File: src/rtl/poly_limb_pkg.sv
package poly_limb_pkg;

    localparam int unsigned DEF_BLK_BYTES = 16;
    localparam int unsigned DEF_LIMB_W    = 26;
    localparam int unsigned DEF_N_LIMBS   = 5;

    typedef enum logic [1:0] {
        LEN_BAD  = 2'd0,
        LEN_PART = 2'd1,
        LEN_FULL = 2'd2
    } len_kind_e;

    // Sort a byte count into illegal, partial or full.
    function automatic len_kind_e classify_len(input int unsigned len, input int unsigned blk);
        if (len == 0 || len > blk) return LEN_BAD;
        else if (len == blk)       return LEN_FULL;
        else                       return LEN_PART;
    endfunction

endpackage

File: src/rtl/plx_pad.sv
// Zeroes the bytes past the count and drops the 0x01 marker at index len.
// With len equal to the block size no byte is marked.
module plx_pad #(
    parameter int unsigned BYTES = 16,
    parameter int unsigned LW    = 5
) (
    input  logic [BYTES*8-1:0] din,
    input  logic [LW-1:0]      len,
    output logic [BYTES*8-1:0] dout
);
    for (genvar i = 0; i < BYTES; i++) begin : g_byte
        localparam logic [LW-1:0] IDX = LW'(i);
        always_comb begin
            if (IDX < len)       dout[i*8 +: 8] = din[i*8 +: 8];
            else if (IDX == len) dout[i*8 +: 8] = 8'h01;
            else                 dout[i*8 +: 8] = 8'h00;
        end
    end
endmodule

File: src/rtl/plx_split.sv
// Cuts the padded block into limbs. The top limb is masked to the
// remaining bits, and then the full-block pad bit is placed just above them.
module plx_split #(
    parameter int unsigned BITS    = 128,
    parameter int unsigned LIMB_W  = 26,
    parameter int unsigned N_LIMBS = 5
) (
    input  logic [BITS-1:0]           padded,
    input  logic                      full,
    output logic [N_LIMBS*LIMB_W-1:0] limbs
);
    localparam int unsigned TOP_W  = BITS - (N_LIMBS - 1) * LIMB_W;
    localparam int unsigned SPARE  = LIMB_W - TOP_W - 1;

    for (genvar k = 0; k < N_LIMBS - 1; k++) begin : g_lo
        assign limbs[k*LIMB_W +: LIMB_W] = padded[k*LIMB_W +: LIMB_W];
    end

    assign limbs[(N_LIMBS-1)*LIMB_W +: LIMB_W] =
        {{SPARE{1'b0}}, full, padded[BITS-1 -: TOP_W]};
endmodule

File: src/rtl/poly_limb_expander.sv
module poly_limb_expander
    import poly_limb_pkg::*;
#(
    parameter int unsigned BLK_BYTES = DEF_BLK_BYTES,
    parameter int unsigned LIMB_W    = DEF_LIMB_W,
    parameter int unsigned N_LIMBS   = DEF_N_LIMBS
) (
    input  logic                          clk,
    input  logic                          rst,
    input  logic                          in_valid,
    input  logic [BLK_BYTES*8-1:0]        in_data,
    input  logic [$clog2(BLK_BYTES+1)-1:0] in_len,
    output logic                          out_valid,
    output logic                          out_err,
    output logic [N_LIMBS*LIMB_W-1:0]     out_limbs
);
    localparam int unsigned BLK_BITS = BLK_BYTES * 8;
    localparam int unsigned LEN_W    = $clog2(BLK_BYTES + 1);
    localparam int unsigned OUT_W    = N_LIMBS * LIMB_W;

    len_kind_e         kind;
    logic [BLK_BITS-1:0] padded;
    logic [OUT_W-1:0]    limbs_nxt;

    assign kind = classify_len(int'(in_len), BLK_BYTES);

    plx_pad #(.BYTES(BLK_BYTES), .LW(LEN_W)) u_pad (
        .din  (in_data),
        .len  (in_len),
        .dout (padded)
    );

    plx_split #(.BITS(BLK_BITS), .LIMB_W(LIMB_W), .N_LIMBS(N_LIMBS)) u_split (
        .padded (padded),
        .full   (kind == LEN_FULL),
        .limbs  (limbs_nxt)
    );

    always_ff @(posedge clk) begin
        if (rst) begin
            out_valid <= 1'b0;
            out_err   <= 1'b0;
            out_limbs <= '0;
        end else begin
            out_valid <= in_valid && (kind != LEN_BAD);
            out_err   <= in_valid && (kind == LEN_BAD);
            if (in_valid && (kind != LEN_BAD)) out_limbs <= limbs_nxt;
        end
    end

    // flags exclusive
    a_r1_flags_exclusive: assert property (@(posedge clk) disable iff (rst)
        !(out_valid && out_err));

    // legal input produces valid on the next cycle
    a_r2_valid_next: assert property (@(posedge clk) disable iff (rst)
        (in_valid && in_len != '0 && in_len <= LEN_W'(BLK_BYTES)) |=> (out_valid && !out_err));

    // no input, no valid
    a_r2_no_spurious: assert property (@(posedge clk) disable iff (rst)
        !in_valid |=> !out_valid);

    // full block sets the pad bit above the top data bits
    a_r4_full_pad: assert property (@(posedge clk) disable iff (rst)
        (in_valid && in_len == LEN_W'(BLK_BYTES)) |=>
        (out_limbs[(N_LIMBS-1)*LIMB_W + (BLK_BITS - (N_LIMBS-1)*LIMB_W)] &&
         out_limbs[(N_LIMBS-1)*LIMB_W +: (BLK_BITS - (N_LIMBS-1)*LIMB_W)] ==
             $past(in_data[BLK_BITS-1 -: (BLK_BITS - (N_LIMBS-1)*LIMB_W)])));

    // partial block leaves the bit above 127 clear
    a_r6_partial_no_top: assert property (@(posedge clk) disable iff (rst)
        (in_valid && in_len != '0 && in_len < LEN_W'(BLK_BYTES)) |=>
        !out_limbs[(N_LIMBS-1)*LIMB_W + (BLK_BITS - (N_LIMBS-1)*LIMB_W)]);

    // illegal length flags and holds
    a_r7_bad_len: assert property (@(posedge clk) disable iff (rst)
        (in_valid && (in_len == '0 || in_len > LEN_W'(BLK_BYTES))) |=>
        (out_err && !out_valid && $stable(out_limbs)));

    // idle cycle holds the limbs
    a_r8_idle_hold: assert property (@(posedge clk) disable iff (rst)
        !in_valid |=> ($stable(out_limbs) && !out_err));

endmodule

File: config.mk
export PLATFORM = sky130hd
export DESIGN_NAME = poly_limb_expander
export DESIGN_NICKNAME = d
export VERILOG_FILES = /design/src/rtl/poly_limb_pkg.sv /design/src/rtl/plx_pad.sv /design/src/rtl/plx_split.sv /design/src/rtl/poly_limb_expander.sv
export SDC_FILE = /design/constraint.sdc
export NUM_CORES = 1
export LEC_CHECK = 0
export BUFFER_PORTS_ARGS = -buffer_cell sky130_fd_sc_hd__buf_2
export CORE_ASPECT_RATIO = 0.9
export CORE_UTILIZATION = 52
export DETAILED_ROUTE_END_ITERATION = 16
export PLACE_DENSITY = 0.92
export SLEW_MARGIN = 20
export SYNTH_ARGS = -nofsm -noshare
export SYNTH_HDL_FRONTEND = slang
export SYNTH_HIERARCHICAL = 1
export SYNTH_SLANG_ARGS = --single-unit
File: constraint.sdc
create_clock -name clk -period 1.95 [get_ports clk]
set_input_delay 0.0975 -clock clk [delete_from_list [all_inputs] [get_ports clk]]
set_output_delay 0.0975 -clock clk [all_outputs]
set_load 0.1 [all_outputs]
* Word level (Yosys, flattened, before mapping)
Cells that the tools add are included.
Word-level totals: logic and storage cells 77, bits of input ports 136, flip-flop bits (word level) 131
Cells by class: magnitude comparators 17, equality and inequality tests 17, muxes and demuxes 34, reduce and logical (&&, ||, !) cells 6
Operator list (count):
- 8-bit 2-to-1 mux | 16
- 4-bit by 5-bit equality test with 1-bit output, first input constant | 8
- 4-bit by 5-bit less-than comparator with 1-bit output, first input constant | 8
- 3-bit by 5-bit equality test with 1-bit output, first input constant | 4
- 3-bit by 5-bit less-than comparator with 1-bit output, first input constant | 4
- 1-bit 2-to-1 mux | 16
- 2-bit by 5-bit equality test with 1-bit output, first input constant | 2
- 1-bit by 5-bit less-than comparator with 1-bit output, first input constant | 2
- 2-bit by 5-bit less-than comparator with 1-bit output, first input constant | 2
- 1-bit by 5-bit equality test with 1-bit output, first input constant | 1
- 5-bit equality test, second input constant | 1
- 5-bit > comparator, second input constant | 1
- 5-bit zero test | 1
- 2-bit 2-to-1 mux | 2
- 2-bit equality test, second input constant | 1
- 1-bit logical AND | 2
- 2-bit zero test | 1
- 2-bit nonzero test | 1
- 1-bit logical OR | 1

* Depth between registers and ports, before layout
Gate-level depths: netlist of the first run.
word-level depth 5, mapped depth 8

* By module
The synthesis of the first run kept the hierarchy.
By module, submodules not included:
- poly_limb_expander | times used 1, area each 5905.7 um^2, cells an instance 599
- plx_pad | times used 1, area each 1164.9 um^2, cells an instance 189
- plx_split | times used 1, area each 979.7 um^2, cells an instance 131

* Worst setup path before layout of the first run
OpenSTA, ideal clock, no wires.
path type input port to flip-flop, start point input port in_len[0], end point register out_limbs[100], required time 1.831 ns, buffers on the path 2, stages 6, setup slack 0.494 ns, setup time 0.119 ns, data arrival time 1.337 ns, cell sequence nor4_1 > ha_1 > and2b_4 > buf_2 > buf_2 > o21ai_1
Between the ends: cells in the longest elaborated chain, start to end 5
Ends and longest elaborated chain:
- start, declared | RTL line poly_limb_expander.sv:12 | input logic [$clog2(BLK_BYTES+1)-1:0] in_len,
- 5-bit > comparator (tied with other cells) | RTL line poly_limb_pkg.sv:15 | if (len == 0 || len > blk) return LEN_BAD;
- 1-bit logical OR / 2-bit 2-to-1 mux (equally long branches) | RTL line poly_limb_pkg.sv:15, poly_limb_pkg.sv:16
- 2-bit 2-to-1 mux | RTL line poly_limb_pkg.sv:15
- 2-bit nonzero test | RTL line poly_limb_expander.sv:47 | if (in_valid && (kind != LEN_BAD)) out_limbs <= limbs_nxt;
- 1-bit logical AND | RTL line poly_limb_expander.sv:47
- end signal, assigned | RTL line poly_limb_expander.sv:47
- end, declared | RTL line poly_limb_expander.sv:15 | output logic [N_LIMBS*LIMB_W-1:0] out_limbs
Several ways; a longest one is shown, not always the timed one. A chain may end at the register's enable or synchronous reset.

* Final worst setup path of the first run
start point input port in_len[0], end point register out_limbs[36]
The elaborated chain is that of the path after synthesis.

==> results of run 1 <==
-- routing by layer --
layer | track usage | vias up | share of wire
met5 | 0 | - | 0.00048
met4 | 0.0994 | 2 | 0.025
met3 | 0.0820 | 36 | 0.070
met2 | 0.434 | 231 | 0.49
met1 | 0.297 | 3130 | 0.42
li1 | - | 3214 | -
-- report_power, final --
group	switching (mW)	total [mW]	internal, mW
sequential	0.0650	2.89	2.83
combinational	1.43	1.98	0.549
clock	1.17	3.38	2.21
total	2.66	8.24	5.59
-- per-stage QoR --
stage          setup slack [ns]  utilization  instance area [um2]
2_1_floorplan             0.494            -                 8050
3_3_place_gp              0.115        0.576                 8590
3_5_place_dp             0.0848        0.576                 8590
4_1_cts                   0.519        0.618                 9220
5_1_grt                   0.409        0.618                 9230
6_report                  0.462        0.618                 9230
-- tightest hold or removal path: stages --
cell,delay (ns)
buf_2,0.07
and2_1,0.10
nand4bb_1,0.09
o21ai_1,0.07
-- path summary, 6_finish.rpt --
check | to | slack, ns | cells past startpoint
max | out_limbs[36] | 0.46 | 6
min | out_limbs[26] | 0.07 | 4
max reg2reg | out_limbs[95] | 1.29 | 2
min reg2reg | out_limbs[72] | 0.46 | 2
-- state kept, by name (all words and copies together), names as in the netlist --
| register | count |
|---|---|
| out_err | 1 |
| out_limbs | 130 |
| out_valid | 1 |
-- cells by family after synthesis --
kind of cell    after synthesis  share of synthesized area
buf+inv                     213                      0.165
simple gates                415                      0.399
mux                           2                    0.00280
fa+ha+maj                     1                    0.00155
other cells                   1                   0.000466
compound gates              155                      0.103
flops                       132                      0.328
-- final cells by class --
class | count | area [um2]
fill | 1317 | 5690
multi-input combinational | 574 | 4090
sequential | 132 | 2640
timing repair buffer | 292 | 1600
clock buffer | 24 | 512
tap | 198 | 248
clock inverter | 8 | 120
inverter | 2 | 7.51
antenna | 3 | 7.51
-- cell usage in the layout, fill, tap and decap left out, types with 2 or more instances in the layout --
cell type / instances
a21oi_1: 7
a21oi_2: 3
a22o_1: 2
and2_1: 35
and2b_1: 4
buf_12: 6
buf_2: 265
buf_4: 21
bufinv_16: 3
clkbuf_16: 17
clkbuf_8: 6
clkinv_2: 3
clkinvlp_4: 2
dfxtp_1: 132
diode_2: 3
inv_1: 2
mux2_2: 2
nand2_1: 13
nand2b_1: 132
nand4bb_1: 130
nor2_1: 15
nor2b_1: 67
nor2b_2: 7
nor3_1: 3
o21ai_0: 5
o21ai_1: 130
o31ai_1: 2
==> results.sh, run 1 <==
export IMPL_final_max_slew_viol_count=0
export IMPL_overflow=0
export IMPL_synth_top_area_frac=0.328
export IMPL_r2r_start="out_limbs[95]"
export IMPL_dieHeight_um=120
export IMPL_hold_viol=0
export IMPL_initial_core_util=0.539
export IMPL_relSlewSlack=0.646
export IMPL_worst_pin_slew_ns=0.527
export IMPL_synth_edf_count=0
export IMPL_arrival_ns=1.76
export IMPL_area_growth_pct=14.7
export IMPL_htree_levels=4
export IMPL_p_per_area_nw_per_um2=893
export IMPL_drtIter0Drc=374
export IMPL_p_leak_nw=3.89
export IMPL_hold_start="in_data[26]"
export IMPL_cp_required_ns=2.22
export IMPL_syn_avg_cell_area_um2=8.76
export IMPL_dr_total_vias=6613
export IMPL_crit_path_start="in_len[0]"
export IMPL_skew_ns=0
export IMPL_row_count=42
export IMPL_dp_hpwl_um=13800
export IMPL_synth_area_leaders="dfxtp_1 33%, nand4bb_1 18%, buf_4 12%, nand2b_1 10%, o21ai_1 8.1%"
export IMPL_synthCells=919
export IMPL_status="complete, no violations"
export IMPL_crit_path_start_kind="input port"
export IMPL_wl_per_cell_um=16.7
export IMPL_rsz0062_at_grt="no"
export IMPL_ant_nets=0
export IMPL_grt_max_degree=92
export IMPL_cts_root_buf="clkbuf_16"
export IMPL_fin_crit_ns=1.49
export IMPL_max_stage_delay_ns=0.48
export IMPL_crit_fanout=70
export IMPL_min_path_type="in2reg"
export IMPL_final_instance_count_excl_fill=1233
export IMPL_io_pins=268
export IMPL_viasPerCell=5.36
export IMPL_cts_setup_buffers=0
export IMPL_cpMaxStageDelayCell="nor4_1"
export IMPL_fin_nets=1156
export IMPL_setup_tns_final_ns=0
export IMPL_yosysTopAreaCell="dfxtp_1"
export IMPL_yosys_register_bits=132
export IMPL_numCtsBuffers=17
export IMPL_period_share=0.763
export IMPL_wl_um=20600
export IMPL_clk_latency_ns=0.41
export IMPL_netlist_top_cells_count="132 x buf_4, 132 x dfxtp_1, 132 x nand2b_1"
export IMPL_endpoint_kind="register"
export IMPL_cts_hold_buf=0
export IMPL_clock_path_buffers=2
export IMPL_ys_warn_count=6
export IMPL_synthFlopType="dfxtp_1"
export IMPL_dr_pass1_iters=4
export IMPL_vdd_ir_drop_max_v=0.000616
export IMPL_finalSetupViolations=0
export IMPL_power_mw=8.24
export IMPL_post_cts_resized=0
export IMPL_cts_tree="done"
export IMPL_io_buffers=267
export IMPL_drive_gt1_frac=0.331
export IMPL_cp_top_family="simple AND/OR/NAND/NOR gates"
export IMPL_clk_pin_slew_worst_paths_ns=0.06
export IMPL_syn_cell_area_um2=8050
export IMPL_path_class="in2reg"
export IMPL_path_buf_inv=2
export IMPL_antenna_found_initial=5
export IMPL_core_area_um2=14900
export IMPL_grt_pass1_vias=6302
export IMPL_dp_cells=1198
export IMPL_fmax_ghz=0.672
export IMPL_drv_cap=0
export IMPL_drc=0
export IMPL_syn_nets=1056
export IMPL_die_x_um=133
export IMPL_track_usage=0.255
export IMPL_gp_congestion=0.806
export IMPL_grt_first_pass_wirelength_um=32200
export IMPL_cts_sinks=132
export IMPL_synth_seq_area_share=0.328
export IMPL_hold_slack_ns=0.0652
export IMPL_async_reset_ff_frac=0
export IMPL_ys_types=41
export IMPL_die_area_um2=16000
export IMPL_cp_cell_sequence="buf_2 > nor4_1 > ha_4 > and2b_4 > buf_12 > o21ai_1"
Power figures use the tool's default switching activity.
==> inputs of run 2 (changes only) <==
--- a/config.mk
+++ b/config.mk
@@ -5,11 +5,12 @@
 export SDC_FILE = /design/constraint.sdc
 export NUM_CORES = 1
 export LEC_CHECK = 0
+export ABC_AREA = 1
 export BUFFER_PORTS_ARGS = -buffer_cell sky130_fd_sc_hd__buf_2
 export CORE_ASPECT_RATIO = 0.9
-export CORE_UTILIZATION = 52
+export CORE_UTILIZATION = 51
 export DETAILED_ROUTE_END_ITERATION = 16
-export PLACE_DENSITY = 0.92
+export PLACE_DENSITY = 0.91
 export SLEW_MARGIN = 20
 export SYNTH_ARGS = -nofsm -noshare
 export SYNTH_HDL_FRONTEND = slang
==> constraint.sdc (replaced) <==
create_clock -name clk -period 1.5 [get_ports clk]
set_input_delay 0.075 -clock clk [delete_from_list [all_inputs] [get_ports clk]]
set_output_delay 0.075 -clock clk [all_outputs]
set_load 0.1 [all_outputs]
==> run 2 against run 1 <==
  * Cell count up 32%
  * Total power up 43%
  * Cell area down 1.6%
  * Register-to-register slack worse by 0.41 ns
  * Setup slack worse by 0.26 ns
  * Synthesized cell count up 41%
  * Synthesized area down 2.2%
  * Non-clock buffer count unchanged
  * First-iteration DRC count up 2.4%
  * Critical endpoint is now out_limbs[61]
  * Largest cell class unchanged
  * Largest power group unchanged
  * Highest routed layer unchanged
==> results.sh, run 2 <==
export IMPL_fillers=1376
export IMPL_hold_viol=0
export IMPL_dr_pass1_iters=5
export IMPL_p_int_mw=7.30
export IMPL_p_leak_nw=5.50
export IMPL_cts_tree="done"
export IMPL_fmax_ghz=0.771
export IMPL_fin_crit_ns=1.30
export IMPL_seqCellArea_um2=2640
export IMPL_netlist_top_cells_count="363 x nor2_1, 255 x inv_1, 181 x nand2_1"
export IMPL_clk_latency_ns=0.41
export IMPL_grt_max_degree=66
export IMPL_crit_fanout=2
export IMPL_dp_cells=1590
export IMPL_rsz0062_at_grt="no"
export IMPL_viasPerCell=4.59
export IMPL_min_path_type="in2reg"
export IMPL_dp_slack_ns=-0.0835
export IMPL_vdd_ir_drop_max_v=0.000739
export IMPL_dr_total_vias=7444
export IMPL_regMostFlops="out_limbs"
export IMPL_synth_edf_count=0
export IMPL_p_comb_frac=0.309
export IMPL_gp_congestion=0.808
export IMPL_grt_first_pass_wirelength_um=31000
export IMPL_ant_nets=0
export IMPL_yosysTopAreaCell="dfxtp_1"
export IMPL_cts_sinks=132
export IMPL_drive_gt1_frac=0.245
export IMPL_post_cts_resized=0
export IMPL_antenna_found_initial=3
export IMPL_drc=0
export IMPL_wl_um=19300
export IMPL_hold_slack_ns=0.0476
export IMPL_yosys_register_bits=132
export IMPL_synth_seq_area_share=0.336
export IMPL_largest_register_ffs=130
export IMPL_io_buffers=267
export IMPL_final_common_cell="nor2_1"
export IMPL_row_count=42
export IMPL_endpoint_kind="output pin"
export IMPL_wl_met3_um=1700
export IMPL_core_area_um2=14900
export IMPL_skew_ns=0
export IMPL_fin_nets=1549
export IMPL_hold_start="in_data[87]"
export IMPL_netSwitchingFraction=0.383
export IMPL_p_per_area_nw_per_um2=1300
export IMPL_path_buf_inv=1
export IMPL_r2r_end="out_limbs[28]"
export IMPL_synthCells=1292
export IMPL_worst_r2r_path_depth=2
export IMPL_crit_path_start="out_limbs[61]"
export IMPL_multi_input_area_um2=2950
export IMPL_drtIter0Drc=383
export IMPL_track_usage=0.243
export IMPL_reg_top3="out_limbs x130, out_err x1, out_valid x1"
export IMPL_area_growth_pct=15.4
export IMPL_relSlewSlack=0.659
export IMPL_dieHeight_um=120
export IMPL_synth_most_common_cell="nor2_1"
export IMPL_final_max_slew_viol_count=0
export IMPL_period_share=0.865
export IMPL_ys_types=24
export IMPL_syn_avg_cell_area_um2=6.10
export IMPL_wl_per_cell_um=11.9
export IMPL_synth_top_area_frac=0.336
export IMPL_rrSetupSlack_ns=0.88
export IMPL_synth_area_leaders="dfxtp_1 34%, nor2_1 17%, buf_4 14%, inv_1 12%, nand2_1 8.6%"
export IMPL_overflow=0
export IMPL_cp_top_family="buffers and inverters"
export IMPL_die_x_um=133
export IMPL_path_class="reg2out"
export IMPL_worst_pin_slew_ns=0.516
export IMPL_postLayoutCoreUtil=0.611
export IMPL_cts_hold_buf=1
export IMPL_cpMaxStageDelayCell="buf_2"
export IMPL_cts_setup_buffers=0
export IMPL_final_cell_mix="363 x nor2_1, 266 x buf_2, 254 x inv_1"
export IMPL_fin_ws_ns=0.203
export IMPL_syn_cell_area_um2=7880
export IMPL_numCtsBuffers=17
export IMPL_holdPathStages=7
export IMPL_arrival_ns=1.22
export IMPL_r2r_start="out_limbs[28]"
export IMPL_cp_cell_sequence="buf_2"
export IMPL_clock_path_buffers=2
export IMPL_pwr_share_seq=0.330
export IMPL_drv_cap=0
export IMPL_ys_warn_count=6
export IMPL_wl_met2_um=9350
export IMPL_die_area_um2=15900
export IMPL_dp_hpwl_um=13700
export IMPL_finalSetupViolations=0
export IMPL_async_reset_ff_frac=0
export IMPL_switchingPower_mw=4.53
export IMPL_syn_nets=1429
export IMPL_min_to="out_limbs[87]"
export IMPL_io_pins=268
export IMPL_synthFlopType="dfxtp_1"
export IMPL_setup_tns_final_ns=0
export IMPL_cts_root_buf="clkbuf_16"
export IMPL_final_instance_count_excl_fill=1623
export IMPL_maxUsedRoutingLayer="met5"
export IMPL_p_clk_frac=0.361
export IMPL_status="complete, no violations"
export IMPL_clk_pin_slew_worst_paths_ns=0.06
export IMPL_wl_met1_um=7910
export IMPL_cp_required_ns=1.42
export IMPL_crit_path_start_kind="register"
export IMPL_grt_pass1_vias=6643
export IMPL_initial_core_util=0.530
export IMPL_htree_levels=4
export IMPL_max_stage_delay_ns=0.45
[run 2: final cells by class]
type	count	share of cell area
multi-input cells	707	0.324
flip-flops and latches	132	0.291
repair buffers	292	0.181
inverters	262	0.109
clock buffers	21	0.0529
well taps	198	0.0273
clock inverters	9	0.0140
diodes	2	0.000551
[run 2: power groups by stage]
stage	clock [mW]	sequential, mW	combinational [mW]
after floorplan	0	5.86	1.35
after CTS	4.35	3.90	3.66
after detailed placement	0	3.98	3.65
after global placement	0	3.97	3.60
final	4.27	3.90	3.66
after global routing	4.51	3.93	3.89
[run 2: tightest hold or removal path: cells and delay by family]
| family | cells | cell delay (ns) |
|---|---|---|
| buf+inv | 3 | 0.18 |
| simple gates | 4 | 0.17 |
[run 2: logic make-up after synthesis]
group                      count (synthesis)  share of synthesized area
DFF                                      132                      0.336
and+or+nand+nor                          700                      0.367
other                                      1                   0.000476
adders and majority gates                  1                    0.00159
buffers and inverters                    453                      0.291
AOI/OAI and AO/OA                          5                    0.00413
[run 2: per-layer routing]
| layer | GRT usage | up-vias |
|---|---|---|
| met4 | 0.0833 | 2 |
| met5 | 0 | - |
| li1 | - | 3832 |
| met2 | 0.426 | 315 |
| met1 | 0.283 | 3268 |
| met3 | 0.0684 | 27 |
[run 2: worst max path at each step]
stage | cells past startpoint | slack, ns | endpoint
after floorplan | 9 | 0.18 | out_limbs[100]
after global placement | 8 | -0.01 | out_limbs[15]
after detailed placement | 8 | -0.08 | out_limbs[79]
after CTS | 1 | 0.17 | out_limbs[61]
after global routing | 1 | 0.17 | out_limbs[61]
final | 1 | 0.20 | out_limbs[61]
[run 2: metrics by stage]
step           power (mW)  cell area, um2
2_1_floorplan        7.20            7880
3_3_place_gp         7.57            8460
3_5_place_dp         7.62            8460
4_1_cts              11.9            9080
5_1_grt              12.3            9080
6_report             11.8            9090
